==> src/rtl/ctx_cam_pkg.sv <==
// Package: ring codes shared by the CAM matcher and its sub-blocks.
// Assumes a two-bit ring code; the physical ring has the highest priority.
package ctx_cam_pkg;
    typedef enum logic [1:0] {
        RING_USER = 2'd0,
        RING_OS   = 2'd1,
        RING_POOL = 2'd2,
        RING_PHYS = 2'd3
    } ring_e;
endpackage

==> src/rtl/ctx_hw_cam.sv <==
// Module: ctx_hw_cam
// Builds the CAM line of the physical ring from the thread's hardware identity.
// Assumes 7-bit thread-id mode: the index is a marker bit above the low TID_W pid bits.
module ctx_hw_cam #(
    parameter int BLK_W = 4,
    parameter int IDX_W = 24,
    parameter int PID_W = 16,
    parameter int TID_W = 7
) (
    input  logic [BLK_W-1:0]       hw_blk,
    input  logic [PID_W-1:0]       hw_pid,
    output logic [BLK_W+IDX_W-1:0] hw_cam
);
    localparam int PAD_W = IDX_W - TID_W - 1;

    logic unused_pid_hi;

    // Purpose: keep the pid bits above the thread field visibly unused.
    assign unused_pid_hi = ^hw_pid[PID_W-1:TID_W];

    // Purpose: concatenate block, zero padding, marker bit and thread id.
    assign hw_cam = {hw_blk, {PAD_W{1'b0}}, 1'b1, hw_pid[TID_W-1:0]};
endmodule

==> src/rtl/ctx_ring_cmp.sv <==
// Module: ctx_ring_cmp
// Compares one ring's CAM reference against the target, qualified by its valid flag.
// Assumes both values are already in packed block/index form.
module ctx_ring_cmp #(
    parameter int CAM_W = 28
) (
    input  logic             ring_vld,
    input  logic [CAM_W-1:0] ring_cam,
    input  logic [CAM_W-1:0] tgt_cam,
    output logic             ring_hit
);
    // Purpose: a ring matches only when it is valid and its CAM value is equal.
    assign ring_hit = ring_vld && (ring_cam == tgt_cam);
endmodule

==> src/rtl/ctx_ring_pick.sv <==
// Module: ctx_ring_pick
// Chooses the reported ring from the per-ring hits and the request mode.
// Assumes cam_hit[0]=OS, [1]=pool, [2]=physical; user_ok already includes the OS match.
module ctx_ring_pick
    import ctx_cam_pkg::*;
(
    input  logic       req_fmt,
    input  logic       req_ign,
    input  logic [2:0] cam_hit,
    input  logic       user_ok,
    output logic       any_hit,
    output ring_e      ring,
    output logic       unsup
);
    // Purpose: user mode first, then the unsupported ignore mode, then fixed priority.
    always_comb begin
        any_hit = 1'b0;
        ring    = RING_USER;
        unsup   = 1'b0;
        if (req_fmt) begin
            any_hit = user_ok;
        end else if (req_ign) begin
            unsup = 1'b1;
        end else if (cam_hit[2]) begin
            any_hit = 1'b1;
            ring    = RING_PHYS;
        end else if (cam_hit[1]) begin
            any_hit = 1'b1;
            ring    = RING_POOL;
        end else if (cam_hit[0]) begin
            any_hit = 1'b1;
            ring    = RING_OS;
        end
    end

    // Purpose: an unserved request never reports a hit.
    always_comb begin

        unsup_excl_chk: assert (!(unsup && any_hit));
    end
endmodule

==> src/rtl/ctx_cam_matcher.sv <==
// Module: ctx_cam_matcher
// Matches a notification target against a thread's four context rings and
// registers the verdict, giving the answer one cycle after the request.
// Assumes big-endian context words (first byte in the top bits), the valid flag in
// the top bit, and CAM fields in the low BLK_W+IDX_W bits; CAM_W must be below WORD_W.
module ctx_cam_matcher
    import ctx_cam_pkg::*;
#(
    parameter int BLK_W  = 4,
    parameter int IDX_W  = 24,
    parameter int PID_W  = 16,
    parameter int TID_W  = 7,
    parameter int LS_W   = 24,
    parameter int WORD_W = 32
) (
    input  logic              clk,
    input  logic              rst_n,
    input  logic              req_valid,
    input  logic [BLK_W-1:0]  req_blk,
    input  logic [IDX_W-1:0]  req_idx,
    input  logic              req_fmt,
    input  logic              req_ign,
    input  logic [LS_W-1:0]   req_ls,
    input  logic [WORD_W-1:0] ctx_user,
    input  logic [WORD_W-1:0] ctx_os,
    input  logic [WORD_W-1:0] ctx_pool,
    input  logic [WORD_W-1:0] ctx_phys,
    input  logic [BLK_W-1:0]  hw_blk,
    input  logic [PID_W-1:0]  hw_pid,
    output logic              resp_valid,
    output logic              hit,
    output logic [1:0]        hit_ring,
    output logic              unsup
);
    localparam int CAM_W  = BLK_W + IDX_W;
    localparam int VBIT   = WORD_W - 1;
    localparam int NRINGS = 3;

    logic [CAM_W-1:0] tgt_cam;
    logic [CAM_W-1:0] hw_cam;
    logic [CAM_W-1:0] ref_cam [NRINGS];
    logic             ref_vld [NRINGS];
    logic [2:0]       cam_hit;
    logic             user_ok;
    logic             any_hit;
    ring_e            pick_ring;
    logic             pick_unsup;
    logic             unused_words;

    // Purpose: pack the request target into one CAM value.
    assign tgt_cam = {req_blk, req_idx};

    // Purpose: mark the context bits that no ring decodes.
    assign unused_words = ^{ctx_user[VBIT-1:LS_W], ctx_os[VBIT-1:CAM_W],
                            ctx_pool[VBIT-1:CAM_W], ctx_phys[VBIT-1:0]};

    ctx_hw_cam #(
        .BLK_W(BLK_W), .IDX_W(IDX_W), .PID_W(PID_W), .TID_W(TID_W)
    ) u_hw_cam (
        .hw_blk(hw_blk),
        .hw_pid(hw_pid),
        .hw_cam(hw_cam)
    );

    // Purpose: route each index-matched ring's valid flag and reference CAM.
    always_comb begin
        ref_vld[0] = ctx_os[VBIT];
        ref_cam[0] = ctx_os[CAM_W-1:0];
        ref_vld[1] = ctx_pool[VBIT];
        ref_cam[1] = ctx_pool[CAM_W-1:0];
        ref_vld[2] = ctx_phys[VBIT];
        ref_cam[2] = hw_cam;
    end

    for (genvar g = 0; g < NRINGS; g++) begin : g_ring
        ctx_ring_cmp #(.CAM_W(CAM_W)) u_cmp (
            .ring_vld(ref_vld[g]),
            .ring_cam(ref_cam[g]),
            .tgt_cam (tgt_cam),
            .ring_hit(cam_hit[g])
        );
    end

    // Purpose: user ring needs the OS ring match plus its own valid flag and server id.
    assign user_ok = cam_hit[0] && ctx_user[VBIT] && (ctx_user[LS_W-1:0] == req_ls);

    ctx_ring_pick u_pick (
        .req_fmt(req_fmt),
        .req_ign(req_ign),
        .cam_hit(cam_hit),
        .user_ok(user_ok),
        .any_hit(any_hit),
        .ring   (pick_ring),
        .unsup  (pick_unsup)
    );

    // Purpose: register the verdict; hit and unsup are gated by the request strobe.
    always_ff @(posedge clk) begin
        if (!rst_n) begin
            resp_valid <= 1'b0;
            hit        <= 1'b0;
            hit_ring   <= 2'd0;
            unsup      <= 1'b0;
        end else begin
            resp_valid <= req_valid;
            hit        <= req_valid && any_hit;
            hit_ring   <= pick_ring;
            unsup      <= req_valid && pick_unsup;
        end
    end


    resp_follow_chk: assert property (@(posedge clk) disable iff (!rst_n)
        req_valid |=> resp_valid);


    resp_idle_chk: assert property (@(posedge clk) disable iff (!rst_n)
        !resp_valid |-> !hit && !unsup);


    phys_first_chk: assert property (@(posedge clk) disable iff (!rst_n)
        req_valid && !req_fmt && !req_ign && cam_hit[2] |=> hit && hit_ring == 2'd3);


    user_mode_chk: assert property (@(posedge clk) disable iff (!rst_n)
        hit && hit_ring == 2'd0 |-> $past(req_fmt) && $past(cam_hit[0]));


    ignore_unsup_chk: assert property (@(posedge clk) disable iff (!rst_n)
        req_valid && !req_fmt && req_ign |=> unsup && !hit);
endmodule

==> config.mk <==
export PLATFORM = sky130hd
export DESIGN_NAME = ctx_cam_matcher
export DESIGN_NICKNAME = d
export VERILOG_FILES = /design/src/rtl/ctx_cam_pkg.sv /design/src/rtl/ctx_hw_cam.sv /design/src/rtl/ctx_ring_cmp.sv /design/src/rtl/ctx_ring_pick.sv /design/src/rtl/ctx_cam_matcher.sv
export SDC_FILE = /design/constraint.sdc
export NUM_CORES = 1
export LEC_CHECK = 0
export BUFFER_PORTS_ARGS = -buffer_cell sky130_fd_sc_hd__buf_2
export CAP_MARGIN = 10
export CORE_MARGIN = 8
export CORE_UTILIZATION = 35
export DETAILED_ROUTE_END_ITERATION = 6
export PLACE_DENSITY = 0.95
export SLEW_MARGIN = 20
export SYNTH_ARGS = -nofsm -noshare
export SYNTH_HDL_FRONTEND = slang
export SYNTH_HIERARCHICAL = 1
export SYNTH_SLANG_ARGS = --single-unit
==> constraint.sdc <==
create_clock -name clk -period 2.8 [get_ports clk]
set_clock_uncertainty 0.2 [all_clocks]
set_input_delay 0.14 -clock clk [delete_from_list [all_inputs] [get_ports clk]]
set_output_delay 0.14 -clock clk [all_outputs]
set_load 0.03 [all_outputs]
=== Word-level counts from Yosys, hierarchy flattened ===
Index checks and enable logic that the tools add are counted.

* Latch bits: 0
* Register bits after elaboration: 5
* Bits in read-only memories: 0
* RAM bits: 0
* Bits of input ports: 205
* Memories: 0

* Div/mod/pow operators: 0
* Eq/ne operators: 4
* Multiplexer cells: 10
* Bitwise logic cells: 1
* Multipliers: 0
* Reductions and logical operators: 8
* Shifts and indexed selects: 0
* Magnitude comparators: 0
* Add/subtract/negate cells: 0

{| class="wikitable"
|+ Operator list
! operator !! number
|-
| == test 28 bit || 3
|-
| == test 24 bit || 1
|-
| two-way mux 1 bit || 8
|-
| logical AND 1 bit || 7
|-
| two-way mux 2 bit || 2
|-
| OR reduction 3 bit || 1
|-
| inverter 1 bit || 1
|}

=== Longest topological paths before layout ===
Gate-level depths: netlist (run 1).

* Depth after elaboration: 8
* Gate-level depth with buffers: 8

=== By module ===
The synthesis (run 1) kept the hierarchy.

{| class="wikitable"
|+ Modules (own cells, without submodules)
! module !! area each (um2) !! cells an instance !! instances
|-
| ctx_ring_cmp || 311.5 || 38 || 3
|-
| ctx_cam_matcher || 401.6 || 43 || 1
|-
| ctx_hw_cam || 217.7 || 30 || 1
|-
| ctx_ring_pick || 46.3 || 7 || 1
|}

=== Least setup slack after synthesis (run 1) ===
OpenSTA, ideal clock, no wires.

* Path kind: input -> register
* From: input req_idx[19]
* To: register hit
* Setup slack: 1032 ps
* Cell stages on the path: 8
* Data arrival time: 1509 ps
* Buffers on the path: 0
* Cells stage by stage: xor2_1 -> nor4_1 -> nand3_1 -> nor4_2 -> nand4_1 -> nor4_2 -> a22o_1 -> and3_1

* Elaborated cells on any way between the ends: 14

{| class="wikitable"
|+ RTL lines
! what !! line !! source
|-
| start: declaration || ctx_cam_matcher.sv:20 || <nowiki>input logic [IDX_W-1:0] req_idx,</nowiki>
|-
| == test 28 bit || ctx_ring_cmp.sv:13 || <nowiki>assign ring_hit = ring_vld && (ring_cam == tgt_cam);</nowiki>
|-
| logical AND 1 bit || ctx_ring_cmp.sv:13 ||
|-
| via cam_hit[0] || ctx_cam_matcher.sv:43 || <nowiki>logic [2:0] cam_hit;</nowiki>
|-
| logical AND 1 bit (2 in series) || ctx_cam_matcher.sv:85 || <nowiki>assign user_ok = cam_hit[0] && ctx_user[VBIT] && (ctx_user[LS_W-1:0] == req_ls);</nowiki>
|-
| via user_ok || ctx_cam_matcher.sv:44 || <nowiki>logic user_ok;</nowiki>
|-
| two-way mux 1 bit || ctx_ring_pick.sv:20 || <nowiki>if (req_fmt) begin</nowiki>
|-
| via any_hit || ctx_cam_matcher.sv:45 || <nowiki>logic any_hit;</nowiki>
|-
| logical AND 1 bit || ctx_cam_matcher.sv:106 || <nowiki>hit <= req_valid && any_hit;</nowiki>
|-
| end signal: assignment || ctx_cam_matcher.sv:106 ||
|-
| end: declaration || ctx_cam_matcher.sv:31 || <nowiki>output logic hit,</nowiki>
|}

The timed path passes the listed nets, and every way through them passes these cells.
A chain may end at the register's enable or synchronous reset.

=== Final worst setup path (run 1) ===
* From: input req_blk[0]
* To: register hit

* Elaborated cells on any way between the ends: 14

{| class="wikitable"
|+ RTL lines
! what !! line !! source
|-
| start: declaration || ctx_cam_matcher.sv:19 || <nowiki>input logic [BLK_W-1:0] req_blk,</nowiki>
|-
| == test 28 bit || ctx_ring_cmp.sv:13 ||
|-
| logical AND 1 bit || ctx_ring_cmp.sv:13 ||
|-
| via cam_hit[0] || ctx_cam_matcher.sv:43 ||
|-
| logical AND 1 bit (2 in series) || ctx_cam_matcher.sv:85 ||
|-
| via user_ok || ctx_cam_matcher.sv:44 ||
|-
| two-way mux 1 bit || ctx_ring_pick.sv:20 ||
|-
| via any_hit || ctx_cam_matcher.sv:45 ||
|-
| logical AND 1 bit || ctx_cam_matcher.sv:106 ||
|}

The timed path passes the listed nets, and every way through them passes these cells.

==> results of run 1 <==
[power by group]
part           switching, mW  internal [mW]  leakage [nW]  total (mW)
sequential          0.000243         0.0728        0.0406      0.0731
combinational          0.131          0.163          1.13       0.294
clock                 0.0380         0.0979        0.0228       0.136
total                  0.169          0.334          1.20       0.503
[worst min path at each step]
stage | from | to | cells past startpoint
after floorplan | rst_n | hit_ring[1]$_SDFF_PN0_ | 1
after global placement | req_valid | resp_valid$_SDFF_PN0_ | 2
after detailed placement | req_valid | resp_valid$_SDFF_PN0_ | 2
after CTS | req_fmt | unsup$_SDFF_PN0_ | 3
after global routing | req_fmt | unsup$_SDFF_PN0_ | 3
final | req_fmt | unsup$_SDFF_PN0_ | 3
[synthesized netlist by cell type]
library cell  count
or3_1             1
nor4_1           15
a22o_1            1
xnor2_1          36
nor2_1            1
dfxtp_1           5
nor4_2            4
o21a_1            2
nand3_1           4
xor2_1           72
nor3_1            4
conb_1            2
nor2b_1           2
and3_1            2
buf_4            28
and2_1            3
nand4_1          12
[registers in the layout, summed over array words and instances (netlist names)]
register,count
hit_ring,2
hit,1
resp_valid,1
unsup,1
[layout by cell type, fill, tap and decap left out]
cell type,netlist,layout
buf_2,0,156
nor2_1,1,1
clkbuf_1,0,1
conb_1,2,17
or3_1,1,1
and2_1,3,3
nand3_1,4,4
dfxtp_1,5,5
nand4_1,12,12
a22o_1,1,1
o21a_1,2,2
clkbuf_8,0,3
nor2b_1,2,2
nor4_1,15,15
and3_1,2,2
dlygate4sd3_1,0,3
xnor2_1,36,36
nor4_2,4,4
xor2_1,72,72
nor3_1,4,4
[through the flow]
step	setup WS [ps]	total power, mW	util
global route	545.6	0.5387	0.5400
finish	773.8	0.5031	0.5400
floorplan	1032	0.2366	-
CTS	706.3	0.5092	0.5400
global placement	484.9	0.3549	0.5228
detailed placement	472.8	0.3660	0.5228
[cells by family after synthesis]
| logic type | Yosys count | synth area share |
|---|---|---|
| buffers and inverters | 28 | 0.1314 |
| AO/OA/AOI/OAI | 3 | 0.01485 |
| flip-flops | 5 | 0.06255 |
| XOR/XNOR | 108 | 0.5911 |
| AND/OR/NAND/NOR | 48 | 0.1955 |
| other | 2 | 0.004693 |
[worst min-delay path, stage by stage]
cell and delay (ps):
buf_2 100, nor2b_1 40, and3_1 160
[layer usage]
layer / GRT usage / vias to the layer above / wire length [um]
met1: 0.1375 / 775 / 2158
li1: - / 911 / -
met3: 0.04492 / 6 / 448
met2: 0.2982 / 87 / 3088
met4: 0.03768 / 0 / 46
met5: 0 / - / 0
[what timing repair did]
item / CTS / global route
gates resized for setup: 0 / 0
endpoints found under the hold margin: 5 / 0
hold buffers: 3 / 0
[area by class of cell]
type                            count  area, um^2
Tap cell                           52       65.06
Fill cell                         406        2017
Timing Repair Buffer              159       810.8
Multi-Input combinational cell    176        1346
Clock buffer                        4       45.04
Sequential cell                     5       100.1
==> impl_metrics.toml, run 1 <==
[pwr]
p_per_area_nw_per_um2 = 212.5
leakage_nw = 1.195
vdd_drop_max_mv = 0.1122

[logic_synthesis]
syn_area_per_cell_um2 = 8.249
ys_seq_elements = 5
yosys_warnings = 6
yosysSeqAreaShare = 0.06255
synth_cells = 194
syn_area_um2 = 1600
synth_top_area_share = 0.3941
synth_top_area_cell = "xor2_1"
synth_cell_types = 17
synth.top_cells.by_area = "xor2_1 (39%), xnor2_1 (20%), buf_4 (13%)"

[grt]
track_usage = 0.1480
grt-ovfl-total = 0
antenna_found_initial = 0
grt_pass1_wl_mm = 8.652
grt_pass1_vias = 2005
grt_max_degree = 6

[setup_path]
cp_top_family = "simple AND/OR/NAND/NOR gates"
path_max_fanout = 3
cp-end-kind = "flop"
worstSetupEndpoint = "hit$_SDFF_PN0_"
arrival_ps = 2000
crit_buf_inv = 1
startpoint_type = "input pin"
crit_required_ps = 2770
path_cells = "buf_2 -> xor2_1 -> nor4_1 -> nand4_1 -> nor4_2 -> nand4_1 -> nor4_2 -> a22o_1 -> and3_1"
setup.worst_path.start = "req_blk[0]"
worst_path_largest_cell_delay_ps = 370
cp_slowest_cell = "nor4_1"
worstSetupPathType = "input pin to flop"
worstSetupPathDepth = 9

[cells_and_area]
instances_no_fill = 396
nets = 550
design_area_um2 = 2367
antenna_cells = 0
synthToLayoutAreaGrowth_pct = 47.93
drive_gt1_frac = 0.4738

[floorplan]
ioPinCount = 210
fp.dieArea_um2 = 6992
fp.dieW_um = 83.62
initial_core_util = 0.3650
core-area_um2 = 4384
rows = 24
die-height_um = 83.62

[run_status]
status = "finished, final reports clean"

[detailed_routing]
dr.first_iter.drc_count = 15
drtAntennaViolNets = 0
route.detailed.drc = 0
first_pass_iters = 4
vias = 1779
avgRoutedWirePerCell_um = 14.49
wirelength_mm = 5.740
via_per_inst = 4.492

[clock_network]
cts_tree = "built"
clkTransAtPathRegs_ps = 30
cts.sinks = 5
cts-buffers-inserted = 3
htree_levels = 1
root_buffer = "clkbuf_8"
clockBufferDepth = 2
post_cts_buffers = 0

[placement]
port_buffers = 156
gp_congestion = 0.8744
dp.cells = 389
post-dp-hpwl_mm = 5.389
postPlaceCellArea_um2 = 2292

[flow_run]
maxCapViolCount = 0

[timing]
whs_ps = 71.98
drv_slew = 0
rsz0062_at_grt = "false"
fin_crit_ps = 2026
period_share = 0.7237
finalHoldViolCount = 0
fmax_mhz = 493.5
setup_violations = 0
tns_ps = 0

[worst_hold_path]
hp-class = "input pin to flop"
No activity file was read; power rests on OpenSTA's default activity.
==> inputs of run 2 (changes only) <==
Settings changed: ABC_AREA from default to 1, CORE_UTILIZATION 35 to 37, PLACE_DENSITY 0.95 to 0.86.
Clock period 2.8 ns to 1.6 ns, I/O delays scaled along.
==> run 2 against run 1 <==
- final cell count increased by 130%
- largest cell class unchanged
- core utilization down 0.39 points
- die area grew 46%
- wire length rose by 46%
- sequential share of layout area shrank 1.6 points
- global-route usage increased by 1.7 points
- power rose by 120%
- critical path type unchanged
- first-iteration DRC count grew to 6.1 times the previous value
==> impl_metrics.toml, run 2 <==
[detailed_routing]
route.detailed.drc = 0
drtAntennaViolNets = 0
avgRoutedWirePerCell_um = 9.146
first_pass_iters = 4
vias = 3593
dr.first_iter.drc_count = 92
via_per_inst = 3.914
wirelength_mm = 8.396

[placement]
dp.cells = 906
gp_congestion = 0.8370
postPlaceCellArea_um2 = 3618
port_buffers = 156
place_ws_ps = -421.4
post-dp-hpwl_mm = 7.525

[worst_hold_path]
hp-class = "input pin to flop"
hold_path_startpoint = "ctx_user[12]"

[timing]
rsz0062_at_grt = "true"
fmax_mhz = 637.3
finalHoldViolCount = 0
drv_slew = 0
setup_violations = 0
tns_ps = 0
period_share = 0.9808
fin_crit_ps = 1569
worst_slack_ps = 30.78

[clock_network]
clkTransAtPathRegs_ps = 30
htree_levels = 1
root_buffer = "clkbuf_8"
cts-buffers-inserted = 3
cts.sinks = 5
clockBufferDepth = 2
cts_tree = "built"

[setup_path]
arrival_ps = 1480
path_max_fanout = 2
worst_path_largest_cell_delay_ps = 270
path_cells = "buf_2 -> inv_1 -> or2_2 -> o211ai_1 -> nor2_2 -> nand2_2 -> nor2_2 -> buf_4 -> buf_4 -> buf_4 -> buf_4 -> nand2_1 -> nand3_1 -> inv_1 -> nor2_1"
setup.worst_path.start = "req_idx[3]"
cp-end-kind = "flop"
worstSetupPathType = "input pin to flop"
startpoint_type = "input pin"
crit_required_ps = 1510
cp_common_cell = "buf_4"
cp_slowest_cell = "or2_2"

[cells_and_area]
fillerInstances = 753
layout_commonest_cell = "nand2_1"
largest_reg_flops = 2
final_cell_mix = "nand2_1 (302), inv_1 (190), buf_2 (148)"
multi_input_area_um2 = 1723
design_area_um2 = 3805
nets = 1025
antenna_cells = 0
drive_gt1_frac = 0.2515
synthToLayoutAreaGrowth_pct = 42.77
regMostFlops = "hit_ring"
seq_area_um2 = 100.1
instances_no_fill = 918

[grt]
track_usage = 0.1653
grt-ovfl-total = 0
grt_pass1_wl_mm = 13.88
met3_usage = 0.03936
use_met1 = 0.1715
globalRouteMet2Util = 0.3123
grt-busiest-layer = "met2"
grt_max_degree = 7
grt_pass1_vias = 3514
antenna_found_initial = 0

[logic_synthesis]
synth_cells = 637
syn_area_um2 = 2665
synth_top_area_share = 0.4268
synthMostInstantiatedCell = "nand2_1"
ys.flop_type = "dfxtp_1"
synth-async-reset-ratio = 0
synth-edff-count = 0
syn_area_per_cell_um2 = 4.184
yosys_warnings = 6
synth_cell_types = 14
synth.top_cells.by_area = "nand2_1 (43%), inv_1 (27%), nor2_1 (11%)"
yosysSeqAreaShare = 0.03756
synth_top_area_cell = "nand2_1"
ys_seq_elements = 5
ys_top_cells_by_count = "nand2_1 (303), inv_1 (190), nor2_1 (79)"

[run_status]
status = "finished, final reports clean"

[flow_run]
maxCapViolCount = 0

[pwr]
power.internal_mw = 0.6607
swShare = 0.4004
p_clk_frac = 0.213
pwr-share-comb = 0.671
power_frac_seq = 0.116
p_per_area_nw_per_um2 = 289.6
p_total_mw = 1.102
leakage_nw = 2.857
vdd_drop_max_mv = 0.1565
p_sw_mw = 0.4413

[floorplan]
ioPinCount = 210
fp.dieArea_um2 = 10170
fp.dieW_um = 100.9
initial_core_util = 0.3755
die-height_um = 100.9
rows = 31
core-area_um2 = 7098
-- run 2: final timing paths --
path | endpoint | depth (start not counted) | slack, ps
worst max-delay path | hit$_SDFF_PN0_ | 15 | 30
worst min-delay path | hit$_SDFF_PN0_ | 10 | 240
-- run 2: timing repair --
item	in CTS	in global routing
hold buffers	4	0
endpoints found under the setup margin	1	2
resized for setup	6	15
pin swaps	17	5
buffers inserted	4	0
endpoints found under the hold margin	5	0
-- run 2: worst max-delay path, delay by kind of cell --
family / cells / cell delay (ps)
buffers and inverters: 7 / 670
AO/OA/AOI/OAI: 1 / 120
AND/OR/NAND/NOR: 7 / 610
-- run 2: kinds of logic (layout without fill, tap and decap cells) --
family	count (synthesis)	after routing	synth area share
xor+xnor	8	8	0.02629
compound gates	12	12	0.02770
other cells	2	17	0.002818
simple gates	392	392	0.5592
flops	5	5	0.03756
buf+inv	218	385	0.3465
-- run 2: stage by stage --
step,util,hold WS [ps]
floorplan,-,-26.55
global placement,0.5098,99.49
global route,0.5360,314.0
finish,0.5360,235.8
detailed placement,0.5098,103.8
CTS,0.5279,242.8
-- run 2: area by class of cell --
type / instances / share of cell area
Multi-Input combinational cell: 429 / 0.4528
Timing Repair Buffer: 191 / 0.2890
Inverter: 190 / 0.1874
Tap cell: 99 / 0.03256
Sequential cell: 5 / 0.02631
Clock buffer: 4 / 0.01184
-- run 2: power groups by stage --
stage,sequential [mW],clock (mW),combinational [mW]
after global placement,0.130,0,0.692
after CTS,0.128,0.234,0.720
after global routing,0.128,0.249,0.861
after floorplan,0.134,0,0.398
after detailed placement,0.130,0,0.705
final,0.128,0.235,0.739
-- run 2: routing by layer --
metal,wire (um),vias to the layer above
li1,-,2067
met2,4268,94
met5,0,-
met4,162,0
met3,570,14
met1,3394,1418
